## config.mk

```make
export PLATFORM = sky130hd
export DESIGN_NAME = prio_pin_mux
export DESIGN_NICKNAME = d
export VERILOG_FILES = /design/src/rtl/pm_pkg.sv /design/src/rtl/pm_regbank.sv /design/src/rtl/pm_pin_eval.sv /design/src/rtl/pm_prio_pick.sv /design/src/rtl/prio_pin_mux.sv
export SDC_FILE = /design/constraint.sdc
export NUM_CORES = 1
export LEC_CHECK = 0
export ABC_AREA = 1
export ABC_CLOCK_PERIOD_IN_PS = 2450
export CORE_AREA = 2 2 140 142
export DETAILED_ROUTE_END_ITERATION = 10
export DIE_AREA = 0 0 142 144
export DONT_BUFFER_PORTS = 1
export GPL_TIMING_DRIVEN = 0
export PLACE_DENSITY = 0.59
export SETUP_SLACK_MARGIN = 0.5
export SYNTH_ARGS = -nofsm -noshare
export SYNTH_HDL_FRONTEND = slang
export SYNTH_HIERARCHICAL = 1
export SYNTH_SLANG_ARGS = --single-unit
```

## constraint.sdc

```tcl
create_clock -name clk_i -period 2.45 [get_ports clk_i]
set_input_delay 0 -clock clk_i [delete_from_list [all_inputs] [get_ports clk_i]]
set_output_delay 0 -clock clk_i [all_outputs]
set_load 0.02 [all_outputs]
```

## src/rtl/pm_pkg.sv

```systemverilog
package pm_pkg;

   // Fixed table limits
   localparam int TBL_PINS   = 7;
   localparam int TBL_LVLS   = 5;
   localparam int TBL_EXPR   = 3;
   localparam int TBL_DESC   = 3;
   localparam int TBL_SRCS   = 4;   // three config words plus strap
   localparam int TBL_MIN_DW = 32;

   // Source indices of the comparison words
   localparam int SRC_CFG0  = 0;
   localparam int SRC_CFG1  = 1;
   localparam int SRC_CFG2  = 2;
   localparam int SRC_STRAP = 3;

   typedef struct packed {
      logic       vld;
      logic [1:0] src;
      logic [4:0] lsb;
      logic [1:0] wid;
      logic [1:0] val;
   } pm_cmp_t;

   function automatic pm_cmp_t mk(int s, int b, int w, int v);
      pm_cmp_t r;
      r.vld = 1'b1;
      r.src = 2'(s);
      r.lsb = 5'(b);
      r.wid = 2'(w);
      r.val = 2'(v);
      return r;
   endfunction

   // Comparison d of expression ex at level lvl of pin.
   // A result with vld = 0 means the slot is unused.
   function automatic pm_cmp_t tbl_cmp(int pin, int lvl, int ex, int d);
      pm_cmp_t r = '0;
      case (pin)
         0: if (lvl == 0 && ex == 0 && d == 0) r = mk(SRC_CFG0, 0, 1, 1);
         1: if (ex == 0 && d == 0) begin
               if (lvl == 0)      r = mk(SRC_CFG1, 22, 1, 1);
               else if (lvl == 1) r = mk(SRC_CFG0, 4, 1, 1);
            end
         2: if (lvl == 0 && d == 0) begin
               if (ex == 0)      r = mk(SRC_CFG0, 12, 1, 1);
               else if (ex == 1) r = mk(SRC_STRAP, 14, 1, 1);
            end
         3: if (lvl < 2 && ex == 0) begin
               if (d == 0)      r = mk(SRC_CFG2, 3, 1, 1);
               else if (d == 1) r = mk(SRC_CFG0, 15, 1, 1);
               else if (d == 2) r = mk(SRC_CFG1, 31, 1, (lvl == 1) ? 1 : 0);
            end
         4: if (lvl == 0 && d == 0)      r = mk(SRC_CFG1, 4, 2, ex + 1);
            else if (lvl == 0 && d == 1) r = mk(SRC_CFG0, 17, 1, 1);
            else if (lvl == 1 && ex == 0 && d == 0) r = mk(SRC_CFG0, 17, 1, 1);
         5: if (lvl == 0 && ex == 0 && d == 0)      r = mk(SRC_CFG1, 4, 2, 3);
            else if (lvl == 0 && ex == 0 && d == 1) r = mk(SRC_CFG0, 22, 1, 1);
            else if (lvl == 1 && ex == 0 && d == 0) r = mk(SRC_CFG0, 22, 1, 1);
         6: if (d == 0) begin
               if (lvl == 0 && ex == 0)      r = mk(SRC_CFG0, 25, 1, 1);
               else if (lvl == 1 && ex == 0) r = mk(SRC_CFG2, 12, 1, 1);
               else if (lvl == 1 && ex == 1) r = mk(SRC_STRAP, 19, 1, 0);
               else if (lvl == 2 && ex == 0) r = mk(SRC_CFG2, 0, 1, 1);
               else if (lvl == 4 && ex == 0) r = mk(SRC_CFG2, 1, 1, 1);
            end
         default: r = '0;
      endcase
      return r;
   endfunction

endpackage

```

## src/rtl/pm_regbank.sv

```systemverilog
module pm_regbank #(
   parameter int DW       = 32,
   parameter int NUM_CTRL = 3,
   parameter int ADDR_W   = 2
) (
   input  logic                       clk_i,
   input  logic                       rst_ni,
   input  logic [DW-1:0]              strap_i,
   input  logic                       we_i,
   input  logic [ADDR_W-1:0]          addr_i,
   input  logic [DW-1:0]              wdata_i,
   output logic [(NUM_CTRL+1)*DW-1:0] bank_o,
   output logic [DW-1:0]              rdata_o
);

   localparam int NUM_SRC = NUM_CTRL + 1;

   logic [DW-1:0] strap_q;

   for (genvar r = 0; r < NUM_CTRL; r++) begin : g_cfg
      logic [DW-1:0] q;
      always_ff @(posedge clk_i) begin
         if (!rst_ni)                               q <= '0;
         else if (we_i && addr_i == ADDR_W'(r))     q <= wdata_i;
      end
      assign bank_o[r*DW +: DW] = q;
   end

   // Strap word: loaded only during reset, no bus write path
   always_ff @(posedge clk_i) begin
      if (!rst_ni) strap_q <= strap_i;
   end
   assign bank_o[NUM_CTRL*DW +: DW] = strap_q;

   always_comb begin
      rdata_o = '0;
      for (int r = 0; r < NUM_SRC; r++) begin
         if (addr_i == ADDR_W'(r)) rdata_o = bank_o[r*DW +: DW];
      end
   end

endmodule

```

## src/rtl/pm_pin_eval.sv

```systemverilog
module pm_pin_eval
   import pm_pkg::*;
#(
   parameter int PIN      = 0,
   parameter int NUM_LVL  = 5,
   parameter int NUM_EXPR = 3,
   parameter int NUM_DESC = 3,
   parameter int DW       = 32,
   parameter int NUM_SRC  = 4
) (
   input  logic [NUM_SRC*DW-1:0] bank_i,
   output logic [NUM_LVL-1:0]    lvl_hit_o
);

   localparam int EXD = NUM_EXPR * NUM_DESC;

   logic [NUM_LVL*EXD-1:0]      cmp_ok;
   logic [NUM_LVL*NUM_EXPR-1:0] expr_true;
   logic                        unused_bank;

   assign unused_bank = ^bank_i;

   for (genvar l = 0; l < NUM_LVL; l++) begin : g_lvl
      for (genvar e = 0; e < NUM_EXPR; e++) begin : g_expr
         localparam pm_cmp_t LEAD = tbl_cmp(PIN, l, e, 0);
         for (genvar d = 0; d < NUM_DESC; d++) begin : g_cmp
            localparam pm_cmp_t C = tbl_cmp(PIN, l, e, d);
            if (C.vld) begin : g_live
               // Extract field at lsb, mask to width, compare with constant
               assign cmp_ok[l*EXD + e*NUM_DESC + d] =
                  (((bank_i[int'(C.src)*DW +: DW] >> C.lsb)
                    & ((DW'(1) << C.wid) - DW'(1))) == DW'(C.val));
            end else begin : g_idle
               assign cmp_ok[l*EXD + e*NUM_DESC + d] = 1'b1;
            end
         end
         if (LEAD.vld) begin : g_used
            assign expr_true[l*NUM_EXPR + e] = &cmp_ok[l*EXD + e*NUM_DESC +: NUM_DESC];
         end else begin : g_void
            assign expr_true[l*NUM_EXPR + e] = 1'b0;
         end
      end
      assign lvl_hit_o[l] = |expr_true[l*NUM_EXPR +: NUM_EXPR];
   end

endmodule

```

## src/rtl/pm_prio_pick.sv

```systemverilog
module pm_prio_pick #(
   parameter int NUM_LVL = 5,
   parameter int CODE_W  = 3
) (
   input  logic               clk_i,
   input  logic [NUM_LVL-1:0] lvl_hit_i,
   input  logic [NUM_LVL:0]   func_i,
   output logic [CODE_W-1:0]  code_o,
   output logic [NUM_LVL:0]   onehot_o,
   output logic               pad_o
);

   logic [NUM_LVL:0]  blocked;
   logic [NUM_LVL:0]  oh_d;
   logic [CODE_W-1:0] code_d;

   // One-hot through a prefix chain of stronger hits
   assign blocked[0] = 1'b0;
   for (genvar i = 0; i < NUM_LVL; i++) begin : g_chain
      assign blocked[i+1] = blocked[i] | lvl_hit_i[i];
      assign oh_d[i]      = lvl_hit_i[i] & ~blocked[i];
   end
   assign oh_d[NUM_LVL] = ~blocked[NUM_LVL];

   // Binary code through a reverse scan
   always_comb begin
      code_d = CODE_W'(NUM_LVL);
      for (int i = NUM_LVL - 1; i >= 0; i--) begin
         if (lvl_hit_i[i]) code_d = CODE_W'(i);
      end
   end

   always_ff @(posedge clk_i) begin
      code_o   <= code_d;
      onehot_o <= oh_d;
   end

   assign pad_o = |(onehot_o & func_i);

endmodule

```

## src/rtl/prio_pin_mux.sv

```systemverilog
module prio_pin_mux
   import pm_pkg::*;
#(
   parameter int DW       = 32,
   parameter int NUM_CTRL = 3,
   parameter int ADDR_W   = 2,
   parameter int NUM_PINS = 7,
   parameter int NUM_LVL  = 5,
   parameter int NUM_EXPR = 3,
   parameter int NUM_DESC = 3,
   parameter int CODE_W   = 3
) (
   input  logic                          clk_i,
   input  logic                          rst_ni,
   input  logic [DW-1:0]                 strap_i,
   input  logic                          bus_we_i,
   input  logic [ADDR_W-1:0]             bus_addr_i,
   input  logic [DW-1:0]                 bus_wdata_i,
   output logic [DW-1:0]                 bus_rdata_o,
   input  logic [NUM_PINS*(NUM_LVL+1)-1:0] func_sig_i,
   output logic [NUM_PINS*CODE_W-1:0]    sel_code_o,
   output logic [NUM_PINS*(NUM_LVL+1)-1:0] sel_onehot_o,
   output logic [NUM_PINS-1:0]           pad_o
);

   localparam int NUM_SRC = NUM_CTRL + 1;
   localparam int SEL_W   = NUM_LVL + 1;

   if (DW < TBL_MIN_DW) begin : g_bad_dw
      $error("DW too narrow for table bit positions");
   end
   if (NUM_SRC != TBL_SRCS) begin : g_bad_src
      $error("NUM_CTRL does not match table sources");
   end
   if (NUM_PINS > TBL_PINS || NUM_LVL > TBL_LVLS) begin : g_bad_dim
      $error("pin or level count exceeds table");
   end
   if (NUM_EXPR > TBL_EXPR || NUM_DESC > TBL_DESC) begin : g_bad_expr
      $error("expression dimensions exceed table");
   end
   if ((1 << ADDR_W) < NUM_SRC) begin : g_bad_aw
      $error("ADDR_W cannot address all words");
   end
   if ((1 << CODE_W) <= NUM_LVL) begin : g_bad_cw
      $error("CODE_W cannot hold the fallback code");
   end

   logic [NUM_SRC*DW-1:0] bank_w;

   pm_regbank #(
      .DW       (DW),
      .NUM_CTRL (NUM_CTRL),
      .ADDR_W   (ADDR_W)
   ) i_regbank (
      .clk_i   (clk_i),
      .rst_ni  (rst_ni),
      .strap_i (strap_i),
      .we_i    (bus_we_i),
      .addr_i  (bus_addr_i),
      .wdata_i (bus_wdata_i),
      .bank_o  (bank_w),
      .rdata_o (bus_rdata_o)
   );

   for (genvar p = 0; p < NUM_PINS; p++) begin : g_pin
      logic [NUM_LVL-1:0] hit;

      pm_pin_eval #(
         .PIN      (p),
         .NUM_LVL  (NUM_LVL),
         .NUM_EXPR (NUM_EXPR),
         .NUM_DESC (NUM_DESC),
         .DW       (DW),
         .NUM_SRC  (NUM_SRC)
      ) i_eval (
         .bank_i    (bank_w),
         .lvl_hit_o (hit)
      );

      pm_prio_pick #(
         .NUM_LVL (NUM_LVL),
         .CODE_W  (CODE_W)
      ) i_pick (
         .clk_i     (clk_i),
         .lvl_hit_i (hit),
         .func_i    (func_sig_i[p*SEL_W +: SEL_W]),
         .code_o    (sel_code_o[p*CODE_W +: CODE_W]),
         .onehot_o  (sel_onehot_o[p*SEL_W +: SEL_W]),
         .pad_o     (pad_o[p])
      );
   end

endmodule

```

Yosys cells after proc, flatten, opt, wreduce, memory -nomap -nowiden. Index checks and enable logic that the tools add are counted.

Flip-flop bits (word level): 170. Output and inout port bits: 102. Word-level logic and storage cells: 98.

Equal/unequal tests: 6. Mux-type cells: 13. Bitwise logic cells: 35. Reductions and logical operators: 24.

Operators with widths (count): 32-bit two-way mux (4); 32-bit zero test (2); 6-bit bitwise AND (7); 6-bit OR reduction (7); 3-bit two-way mux (6); 1-bit inverter (14); 2-bit equality test (second input constant) (4); 2-bit AND reduction (4); 1-bit bitwise AND (7); 1-bit OR (7); 3-bit AND reduction (2); 3-bit OR reduction (2); 2-bit by 1-bit equality test with 1-bit output (second input constant) (2); 2-bit OR reduction (2); 4-bit OR reduction (1); 1-bit logical AND (3); 2-bit zero test (1); 1-bit two-way mux (2); 2-bit two-way mux (1).

Logic depth before layout (Yosys ltp). Gate-level depths: netlist of run 1.

Word-level depth: 6. Mapped depth: 6.

Hierarchy. Netlist of run 1, hierarchy kept.

Modules (own cells, without submodules): pm_regbank (instances 1, cells each 834, area an instance 5888.1 µm²); pm_prio_pick (instances 7, cells each 38, area an instance 311.5 µm²); pm_pin_eval (g_pin[2].i_eval ...) (instances 2, cells each 8, area an instance 45.0 µm²); pm_pin_eval (g_pin[0].i_eval ...) (instances 2, cells each 6, area an instance 41.3 µm²); pm_pin_eval (g_pin[5].i_eval) (instances 1, cells each 8, area an instance 47.5 µm²); pm_pin_eval (g_pin[3].i_eval) (instances 1, cells each 8, area an instance 41.3 µm²); pm_pin_eval (g_pin[6].i_eval) (instances 1, cells each 7, area an instance 41.3 µm²).

Least setup slack after synthesis of run 1. No wires, ideal clock.

Kind: input to register. Start point: input rst_ni. End point: register i_regbank.strap_q[0], enable pin. Setup time: 0.387 ns. Arrival: 1.139 ns. Setup slack: 0.925 ns. Cell stages on the path: 4. Buffers on the path: 3. Cell sequence: buf_2 -> buf_4 -> clkbuf_1 -> inv_1.

RTL lines: from (decl) (RTL line prio_pin_mux.sv:14) `input logic rst_ni,`; to (signal assigned) (RTL line pm_regbank.sv:31) `if (!rst_ni) strap_q <= strap_i;`; to (decl) (RTL line pm_regbank.sv:18) `logic [DW-1:0] strap_q;`.

No word-level cell between the ends.

Final worst setup path of run 1.
Start point: input bus_addr_i[0]. End point: output bus_rdata_o[15].

Cells in the longest elaborated chain, start to end: 5.

RTL lines: from (decl) (RTL line prio_pin_mux.sv:17) `input logic [ADDR_W-1:0] bus_addr_i,`; 2-bit zero test (RTL line pm_regbank.sv:38) `if (addr_i == ADDR_W'(r)) rdata_o = bank_o[r*DW +: DW];`; 32-bit two-way mux (3 in series) (RTL line pm_regbank.sv:38); 32-bit two-way mux (*) (RTL line pm_regbank.sv:38); to (decl) (RTL line prio_pin_mux.sv:19) `output logic [DW-1:0] bus_rdata_o,`.

Mark *: on every way between the ends. The rest lies on a longest branch, timed or not.

==> results of run 1 <==
[power by group]
| group | internal (mW) | leakage, nW | switching (mW) |
|---|---|---|---|
| Combinational | 0.298 | 2.84 | 0.547 |
| Sequential | 3.38 | 1.62 | 0.169 |
| Clock | 1.40 | 0.269 | 1.19 |
[what timing repair did]
item                      4_1_cts  5_1_grt
resized for setup               0        0
hold endpoints to repair      128        0
hold buffers                   71        0
[synth_stat cells, drive strengths merged]
cell type / number
clkbuf: 12
nand4: 32
nor3: 7
dfxtp: 159
nand3: 137
conb: 7
inv: 154
buf: 77
a21oi: 46
edfxtp: 32
nor2: 208
nand2: 280
[critical path, stage by stage]
cell,delay (ps)
dlygate4sd3_1,590
nor2_2,210
buf_4,220
buf_2,270
nand2_1,150
nand4_1,220
[cells by family after synthesis]
| group | synth area share (%) |
|---|---|
| flip-flops | 49.5 |
| other | 0.314 |
| buffers and inverters | 12.9 |
| AO/OA/AOI/OAI | 2.75 |
| AND/OR/NAND/NOR | 34.5 |
[layer usage]
layer	track usage (%)	part of all wire (%)	wire, um
met1	28.7	45	10000
met2	35.5	46	10200
met3	5.00	7.0	1570
met4	7.58	2.3	504
met5	0	0	0
[final cells by class]
| class | instances | area (sq um) |
|---|---|---|
| flip-flops and latches | 191 | 4140 |
| well taps | 238 | 298 |
| inverters | 154 | 578 |
| clock buffers | 23 | 488 |
| multi-input cells | 731 | 3200 |
| clock inverters | 9 | 58.8 |
| fillers | 1911 | 9100 |
| plain buffers | 89 | 503 |
| repair buffers | 71 | 711 |
[worst max path at each step]
stage          slack (ps)     startpoint  depth (start not counted)               endpoint
4_1_cts               820  bus_addr_i[0]                          6        bus_rdata_o[20]
5_1_grt               730  bus_addr_i[0]                          6        bus_rdata_o[20]
3_5_place_dp          410         rst_ni                          4  i_regbank/strap_q[28]
3_3_place_gp          440         rst_ni                          4  i_regbank/strap_q[28]
2_1_floorplan         920         rst_ni                          4   i_regbank/strap_q[0]
6_report              800  bus_addr_i[0]                          6        bus_rdata_o[15]
[sequential cells by signal (all words and copies together) (netlist names)]
register / count
g_pin.i_pick/code_o: 21
i_regbank/strap_q: 32
g_pin.i_pick/onehot_o: 42
i_regbank/g_cfg.q: 96
[stage by stage]
step | cell area (sq um) | cells
3_5_place_dp | 8720 | 1403
4_1_cts | 9980 | 1506
3_3_place_gp | 8720 | 1403
2_1_floorplan | 8420 | 1165
5_1_grt | 9980 | 1506
6_report | 9980 | 1506
==> results by stage, run 1 <==
Place:
- At the end of routability-driven placement, the weighted congestion stood at 0.814.
- The number of input and output port buffers inserted is 0.
- Before CTS, the worst setup slack after placement is 409 ps.
- The HPWL after detailed placement is 15,800 um.

Logic synthesis:
- The cell type contributing the most total cell area after synthesis is dfxtp_1.
- The top cell type's share of synthesized area is 38.0%.
- The synthesized area per cell is 7.27 sq um.
- Synthesis produced 1,151 cells.
- The Yosys step of the flow raised 6 warnings.
- Yosys mapped the design onto 18 distinct sky130hd cell types.
- By area the synthesized netlist is led by dfxtp_1 (38%), nand2_1 (13%), edfxtp_1 (11%), nor2_1 (8.9%), nand3_1 (7.7%).
- For this run, the register share of the synthesized area comes to 49.5%.
- The area of the mapped netlist is 8370 sq um.
- The flip-flop and latch count after synthesis is 191.

Layout:
- The final core area utilization is 52.3%.
- After the last flow step, the layout net total stands at 1,366.
- The library cells used most frequently in the layout, excluding fill and tap cells, are nand2_1 (280), nor2_1 (199), dfxtp_1 (159), inv_1 (145), nand3_1 (128).
- Cells with a size suffix above 1 make up 10.6% of the layout.
- 0 antenna diodes ended up in the layout.
- The layout overhead on the synthesized area is 19.2%.
- The leading cell type in the layout, fill and taps excluded is nand2_1.

CTS:
- TritonCTS built the clock tree.
- The count of buffers added by post-CTS timing repair for setup is 0.
- The number of clock sinks seen by CTS is 191.
- CTS placed an instance of clkbuf_16 at the clock tree root.
- The level count of the clock H-tree is 4.
- The clock slew at the register clock pins of the worst setup and hold paths is 70 ps.
- The insertion delay of the later-clocked pin in the worst-skew pair is 420 ps.
- The worst-case clock buffer depth is 2.
- In this run, CTS created clock tree buffers numbering 17.

STA:
- The time the final worst path needs with I/O delays and setup is 1650 ps.
- The least setup slack across all paths after layout is 797 ps.
- The relative max-transition margin is 17.9%.
- The worst hold slack across all endpoints is 66.3 ps.
- The number of endpoints with negative hold slack in the final report was 0.
- Setup repair after global routing left no endpoint under its margin.
- At the pin with the least slew margin, the transition time is 1230 ps.
- Setup violations remaining at the end of the flow were counted as 0.
- The accumulated negative setup slack is 0 ps.
- The achievable frequency is 605 MHz.
- The number of slew-limit violations in the final report is 0.
- The final clock period utilization by the worst path is 67.5%.
- The clock skew after layout is 7.19 ps.

GRT:
- The global-route wire length before repair is 34,100 um.
- Entering global routing, the biggest net connects 33 pins.
- The total overflow left after global routing is 0.
- The number of antenna violations at the first check in global routing is 0.
- The via count of the first global-routing pass is 6,524.
- The global-route total usage across every layer is 21.9%.

Worst hold path:
- The endpoint with the worst hold slack is i_regbank/g_cfg[0].q[23].
- The hold path startpoint is rst_ni.
- The worst hold path passes through 4 cells.
- The worst hold path belongs to the class in2reg.

Routing:
- In the routed layout, each cell is associated on average with a via count of 4.81.
- The number of DRC violations after detailed routing is 0.
- For this block, the via count after detailed routing is 7,240.
- The length of the first detailed-routing pass in iterations is 5.
- The mean routed wirelength per cell is 14.8 um.
- Once detail routing completed, the nets flagged for antenna violations numbered 0.
- The detailed-route wire length is 22,300 um.
- The first-iteration detailed-routing DRC count is 511.

Die:
- The number of placement rows is 51.
- The area of the placeable core is 19,100 sq um.
- The die is 142 um wide.
- The starting utilization of the core area is 43.9%.
- The area of the die is 20,400 sq um.
- In this run the count of I/O pins placed on the die edge is 213.
- Measured along the y axis, the die boundary spans 144 um.

Critical path:
- For flop-to-flop paths, the worst setup slack is 1290 ps.
- The worst register-to-register path begins at i_regbank/g_cfg[1].q[1].
- The endpoint type of the worst setup path is a primary output.
- The critical path class is in2out.
- The required time of the critical path is 2450 ps.
- In this run the worst path has a maximum fanout of 10.
- The worst register-to-register path ends at i_regbank/g_cfg[1].q[1].
- The kind of start point of the critical path is an input pin.
- Measured in cells, the most critical reg-to-reg path has a length of 5.
- STA puts the critical path data arrival time at 1650 ps.

Flow run:
- Across the run, the number of max-cap violations was 0.

Power:
- The standby leakage power is 4.73 nW.
- In this run the power density over the cells is 701 nW/um^2.
- The post-route total power is 6.99 mW.
- VDD sags by at most 0.000502 V.

Outcome:
- The run finished with clean final reports.
Power figures use the tool's default switching activity.
==> run 2, diff against run 1 <==
ABC_CLOCK_PERIOD_IN_PS = 1600   (was 2450)
clock period = 1.6 ns   (was 2.45 ns; I/O delays follow)
==> run 2 against run 1 <==
- flip-flop and latch count did not move
- routed wire length grew 3.3%
- power up 54%
- critical path type is now reg2out
- largest cell class unchanged
==> results by stage, run 2 (synthesis results as in run 1) <==
Layout:
- The largest registers in the layout are i_regbank/g_cfg.q: 96 flops, g_pin.i_pick/onehot_o: 42 flops, i_regbank/strap_q: 32 flops.
- Measured on the finished design, the core utilization comes to 54.3%.
- The sequential cells in the finished layout cover a total of 4280 sq um.
- The finished layout holds 1,507 standard cells, fillers aside.
- After the last flow step, the layout net total stands at 1,367.
- The layout overhead on the synthesized area is 23.7%.
- The multi-input logic area is 3390 sq um.
- The largest register by flop count is i_regbank/g_cfg.q.
- The register with the most flip-flops in the layout has 96 of them.
- The top cell types in the final layout, fill and taps aside, are nand2_1 (249), nor2_1 (190), inv_1 (144), nand3_1 (114), dfxtp_1 (106).
- The count of fill cells added during filler insertion is 1,829.
- The post-route netlist has 18.8% of its cells at a drive strength greater than 1.
- The number of antenna diodes in the final layout is 0.
- The leading cell type in the layout, fill and taps excluded is nand2_1.

Critical path:
- The data arrival time at the worst-slack endpoint is 1260 ps.
- The top cell family by delay on the critical path is simple AND/OR/NAND/NOR gates.
- The highest-delay cell along the critical path is edfxtp_1.
- Counting both buffers and inverters, the worst setup path holds a total of 0.
- In this run the critical register-to-register path is captured at g_pin[3].i_pick/onehot_o[5].
- The largest single stage delay on the critical path is 410 ps.
- Traced cell by cell, the critical path runs through nand3_1, nand4_1.
- STA classifies the critical path endpoint as a primary output.
- The depth of the worst register-to-register path is 5.
- The critical path class is reg2out.
- STA classifies the critical path startpoint as a register.
- STA puts the critical path data required time at 1600 ps.
- The origin of the critical flop-to-flop path is i_regbank/g_cfg[2].q[3].
- The slack of the worst reg-to-reg path is 570 ps.
- The largest driver fanout on the critical path is 1.

STA:
- The accumulated negative setup slack is 0 ps.
- The number of slew-limit violations in the final report is 0.
- The transition time at the pin with the least slew margin is 637 ps.
- The achievable frequency is 792 MHz.
- The relative max-transition margin is 57.6%.
- After layout, the minimum clock period comes to 1260 ps.
- The number of endpoints with negative hold slack in the final report came to 0.
- Setup violations remaining at the end of the flow were counted as 0.
- On the final layout, the worst clock skew is 5.81 ps.
- Setup repair after global routing could not meet its margin everywhere.
- In the finished design, the share of the clock period the worst path needs comes to 78.9%.

GRT:
- Entering global routing, the biggest net connects 33 pins.
- After global routing the overflow that remains totals 0.
- The via count of the first global-routing pass came to 6,635.
- The global-route wire length before repair is 34,600 um.
- Global routing used 22.1% of the available tracks.
- The number of antenna violations at the first check in global routing is 0.

CTS:
- The later pin in the worst-skew pair is clocked with a latency of 430 ps.
- The CTS tree is yes.
- The count of buffers added by post-CTS timing repair for setup is 0.
- The total clock buffers created by CTS is 17.
- The number of clock sinks seen by CTS is 191.
- The clock slew at the register clock pins of the worst setup and hold paths is 60 ps.
- The worst-case clock buffer depth is 2.
- The H-tree generated during clock tree synthesis spans 4 levels.
- The clock tree root buffer cell is clkbuf_16.

Die:
- The region available for standard cell placement spans 19,100 sq um.
- In this run the count of I/O pins placed on the die edge is 213.
- From bottom edge to top edge, the die measures 144 um.
- The starting utilization of the core area is 43.9%.
- The number of placement rows is 51.
- The width of the die is 142 um.
- The area of the die is 20,400 sq um.

Outcome:
- The flow ran to the end, and the final reports show no timing, DRC or antenna violations.

Power:
- The maximum resistive drop on vdd is 0.000741 V.
- Dividing total power by cell area gives a power density of 1040 nW/um^2.
- In this run the static leakage power is 4.80 nW.

Routing:
- After detailed routing, the average wire length per cell comes to 15.3 um.
- The final route contains 7,275 vias.
- The number of vias per cell is 4.83.
- The first detailed-routing pass took 7 iterations.
- In the routed design, unresolved DRC markers number 0.
- The detailed-route wire length is 23,000 um.
- The first-iteration detailed-routing DRC count is 609.
- Once detail routing completed, the nets flagged for antenna violations numbered 0.

Place:
- The routability congestion estimate from global placement is 0.823.
- The detailed-placement wirelength estimate is 15,800 um.
- Including well taps, the total number of placed cells is 1,403.
- The number of input and output port buffers inserted is 0.

Flow run:
- The max-capacitance violation count is 0.

Worst hold path:
- The path class of the tightest hold or removal check is in2reg.
- The endpoint with the worst hold slack is i_regbank/g_cfg[0].q[4].
- The hold path startpoint is bus_addr_i[0].
- The cell count of the worst hold path is 4.
run 2: cell count changes in the layout (fill, tap and decap cells not counted), sizes merged:
cell / delta
bufinv: +1
clkinv: -4
inv: -1
dlygate4sd3: -1
dlymetal6s4s: +1
buf: -3
clkbuf: +7
clkinvlp: +1
run 2: routing by layer:
| metal | track usage [%] | share of wire (%) | up-vias |
|---|---|---|---|
| li1 | - | - | 3708 |
| met1 | 28.6 | 45 | 3287 |
| met2 | 36.3 | 47 | 255 |
| met3 | 5.23 | 6.7 | 25 |
| met4 | 7.63 | 1.4 | 0 |
| met5 | 0 | 0 | - |
run 2: area by class of cell:
type                            count  share of cell area [%]
Sequential cell                   191                    41.3
Multi-Input combinational cell    731                    32.8
Timing Repair Buffer               71                    6.89
Inverter                          154                    5.62
Buffer                             89                    5.18
Clock buffer                       27                    4.67
Tap cell                          238                    2.88
Clock inverter                      5                   0.556
Timing Repair inverter              1                  0.0725
run 2: worst max path at each step:
| stage | depth (start not counted) | start | slack (ps) | end |
|---|---|---|---|---|
| finish | 2 | i_regbank/strap_q[31] | 340 | bus_rdata_o[31] |
| global placement | 4 | rst_ni | 100 | i_regbank/strap_q[27] |
| floorplan | 4 | rst_ni | 430 | i_regbank/strap_q[0] |
| global route | 2 | i_regbank/strap_q[31] | 290 | bus_rdata_o[31] |
| CTS | 2 | i_regbank/strap_q[19] | 350 | bus_rdata_o[19] |
| detailed placement | 4 | rst_ni | 60 | i_regbank/strap_q[27] |
run 2: repair_timing:
action / 4_1_cts / 5_1_grt
hold endpoints to repair: 128 / 8
cloned: 0 / 1
pin swaps: 58 / 31
endpoints found under the setup margin: 41 / 93
gates resized for setup: 92 / 54
hold buffers: 68 / 3
run 2: worst reg2reg max path, stage by stage, from the launching register on:
cell and delay (ps):
dfxtp_2 370, nand2_1 150, nor2_2 230, nor2_4 60, nand3_2 80, nor2_1 40
run 2: report_power, final:
group          switching (mW)  internal [mW]
logic                   0.868          0.482
clock network            1.77           2.23
registers               0.269           5.16
total                    2.90           7.88
run 2: stage by stage:
| step | area (sq um) | hold WS (ps) | power (mW) | setup slack, ps |
|---|---|---|---|---|
| 2_1_floorplan | 8450 | 98.9 | 6.39 | 431 |
| 3_3_place_gp | 8750 | 98.9 | 6.65 | 97.5 |
| 3_5_place_dp | 8750 | 98.9 | 6.67 | 63.8 |
| 4_1_cts | 10200 | -86.6 | 10.8 | 349 |
| 5_1_grt | 10400 | 48.8 | 11.2 | 293 |
| 6_report | 10400 | 35.6 | 10.8 | 338 |
==> run 3, diff against run 2 <==
ABC_CLOCK_PERIOD_IN_PS = 1300   (was 1600)
clock period = 1.3 ns   (was 1.6 ns; I/O delays follow)
==> run 3 against run 2 <==
- the run now ends with hold timing left
- highest routed layer unchanged
- worst hold slack worse by 81 ps
- power is 22% higher
- critical path type unchanged
- setup slack worse by 270 ps
==> results by stage, run 3 (synthesis results as in run 1) <==
Outcome:
- The flow ran to the end, but the final reports show violations.
- The checks that failed: hold timing.

Routing:
- For this block, the routed nets add up to 23,200 um of wire.
- The length of the first detailed-routing pass in iterations is 5.
- In this run, the number of DRC markers left after iteration 0 of detailed routing was 548.
- Across all layers, the routed design uses 7,327 vias.
- Once detail routing completed, the nets flagged for antenna violations numbered 0.
- For this run, design rule violations remaining after detail routing come to 0.
- Dividing the detail-routed via count by the number of cells gives 4.85.
- The mean routed wirelength per cell is 15.3 um.

Die:
- The area of the die is 20,400 sq um.
- Row generation in the floorplan step produced 51 rows.
- The core region is 19,100 sq um.
- Pin placement for this block handled 213 I/O pins.
- From bottom edge to top edge, the die measures 144 um.
- The width of the die is 142 um.
- The starting utilization of the core area is 43.9%.

Layout:
- The share of cells above drive strength 1 is 23.3%.
- After the last flow step, the layout net total stands at 1,371.
- The largest register by flop count is i_regbank/g_cfg.q.
- The largest registers in the layout are i_regbank/g_cfg.q: 96 flops, g_pin.i_pick/onehot_o: 42 flops, i_regbank/strap_q: 32 flops.
- The register with the most flip-flops in the layout has 96 of them.
- The count of antenna diodes in the layout is 0.
- From synthesis to final layout, the design area changed by 26.4%.
- The filler-free cell count of the finished design is 1,511.
- The library cells used most frequently in the layout, excluding fill and tap cells, are nand2_1 (240), nor2_1 (188), inv_1 (139), nand3_1 (114), dfxtp_1 (80).
- Leaving out fill and tap cells, the most frequent cell in the layout is nand2_1.
- The finished layout cell area is 10,600 sq um.

CTS:
- The CTS tree is yes.
- The clock slew at the register clock pins of the worst setup and hold paths is 70 ps.
- Clock tree synthesis inserted a total of 17 buffers.
- The level count of the clock H-tree is 4.
- Clock latency on the worst-skew pair, taken at its later pin, is 430 ps.
- Clock tree synthesis found a total of 191 sinks.
- The clock tree root buffer cell is clkbuf_16.
- Counting along the longest clock path gives a buffer depth of 2.
- Buffers inserted to repair hold after CTS numbered 67.

STA:
- The number of setup violations in the final report is 0.
- The final clock period utilization by the worst path is 95.0%.
- The worst pin sits at a relative slew slack of 57.9%.
- The number of slew-limit violations in the final report is 0.
- Setup repair after global routing could not meet its margin everywhere.
- Final hold analysis gives a worst-case slack of -45.2 ps.
- On the final layout, the worst clock skew is 7.96 ps.
- The number of endpoints with negative hold slack in the final report is 4.
- Derived from the worst setup path, the maximum achievable clock frequency is 810 MHz.
- Summed over all failing endpoints, the final setup total negative slack is 0 ps.
- The transition time at the pin with the least slew margin is 631 ps.
- In the post-route analysis, the smallest setup slack over all paths is 64.8 ps.
- The time the final worst path needs with I/O delays and setup is 1240 ps.

Flow run:
- The max-capacitance violation count is 0.

GRT:
- The global-route total usage across every layer is 22.5%.
- The first global-routing pass estimated 35,500 um of wire.
- For this run the aggregate overflow at the end of global routing stands at 0.
- The via count of the first global-routing pass came to 6,646.
- The number of antenna violations at the first check in global routing is 0.
- The largest net degree at the start of global routing is 17.

Critical path:
- The largest driver fanout on the critical path is 1.
- Walking the worst path, the cells encountered are nand3_1, nand4_1.
- The highest-delay cell along the critical path is edfxtp_1.
- The timing startpoint of the critical path is i_regbank/strap_q[31].
- The largest single stage delay on the critical path is 400 ps.
- The setup path with the least slack is of type reg2out.
- In this run the critical register-to-register path is launched from i_regbank/g_cfg[0].q[25].
- The slack of the worst reg-to-reg path is 330 ps.
- The kind of start point of the critical path is a register.
- The critical path crosses 2 cells after its start point.
- The data arrival time at the worst-slack endpoint is 1240 ps.
- The depth of the worst register-to-register path is 5.
- The top cell family by delay on the critical path is simple AND/OR/NAND/NOR gates.
- The number of buffer and inverter instances along the worst setup path is 0.
- The worst setup path is captured at a primary output.
- STA puts the critical path data required time at 1300 ps.

Place:
- In this run the tool buffered the top-level ports with 0 buffer cells.
- The post-place setup slack is -279 ps.
- The placed cell area is 8790 sq um.
- Routability-driven placement finished with a final weighted congestion of 0.827.
- Once placement completed, the tool counted placed cells totaling 1,403.
- Detailed placement ended at an HPWL of 15,800 um.

Worst hold path:
- The path class of the tightest hold or removal check is in2reg.
- The hold path startpoint is bus_we_i.
- Along the worst hold path, the cell count comes to 4.

Power:
- The analysis attributes to cell leakage a power of 4.85 nW.
- The post-route total power is 13.2 mW.
- The power per standard cell area is 1240 nW/um^2.
- The maximum resistive drop on vdd is 0.000917 V.
run 3: what timing repair did:
item / in CTS / in global routing
setup buffers: 6 / 2
endpoints found under the hold margin: 128 / 4
pin swaps: 66 / 34
setup endpoints to repair: 161 / 134
gates resized for setup: 168 / 56
cloned: 1 / 0
run 3: final cells by class:
type / instances / area, sq um
multi-input combinational: 731 / 3460
timing repair inverter: 1 / 7.51
timing repair buffer: 75 / 746
inverter: 154 / 584
buffer: 89 / 531
sequential: 191 / 4420
clock inverter: 12 / 86.3
tap: 238 / 298
clock buffer: 20 / 447
fill: 1793 / 8500
run 3: power breakdown:
part	switching (mW)	total, mW	internal [mW]
clock network	2.29	4.80	2.51
registers	0.338	6.66	6.32
logic	1.09	1.70	0.615
run 3: metrics by stage:
stage,hold WS [ps],utilization [%]
final,-45.2,55.4
after floorplan,98.9,-
after detailed placement,98.9,46.1
after global placement,98.9,46.1
after CTS,-84.0,54.6
after global routing,-52.7,55.4
run 3: worst min-delay path, cell delays in order:
cell     delay [ps]
nand3_2         180
nand2_1          80
nand2_1          50
nor2_1           30
run 3: layer usage:
layer | track usage, % | part of all wire (%)
met1 | 29.7 | 45
met2 | 37.6 | 48
met3 | 5.40 | 6.8
met4 | 5.37 | 0.74
met5 | 0 | 0
run 3: worst paths after layout:
check / to
setup / recovery: bus_rdata_o[31]
hold / removal: i_regbank/g_cfg[1].q[0]
setup reg to reg: g_pin[6].i_pick/onehot_o[5]
hold reg to reg: i_regbank/g_cfg[0].q[14]
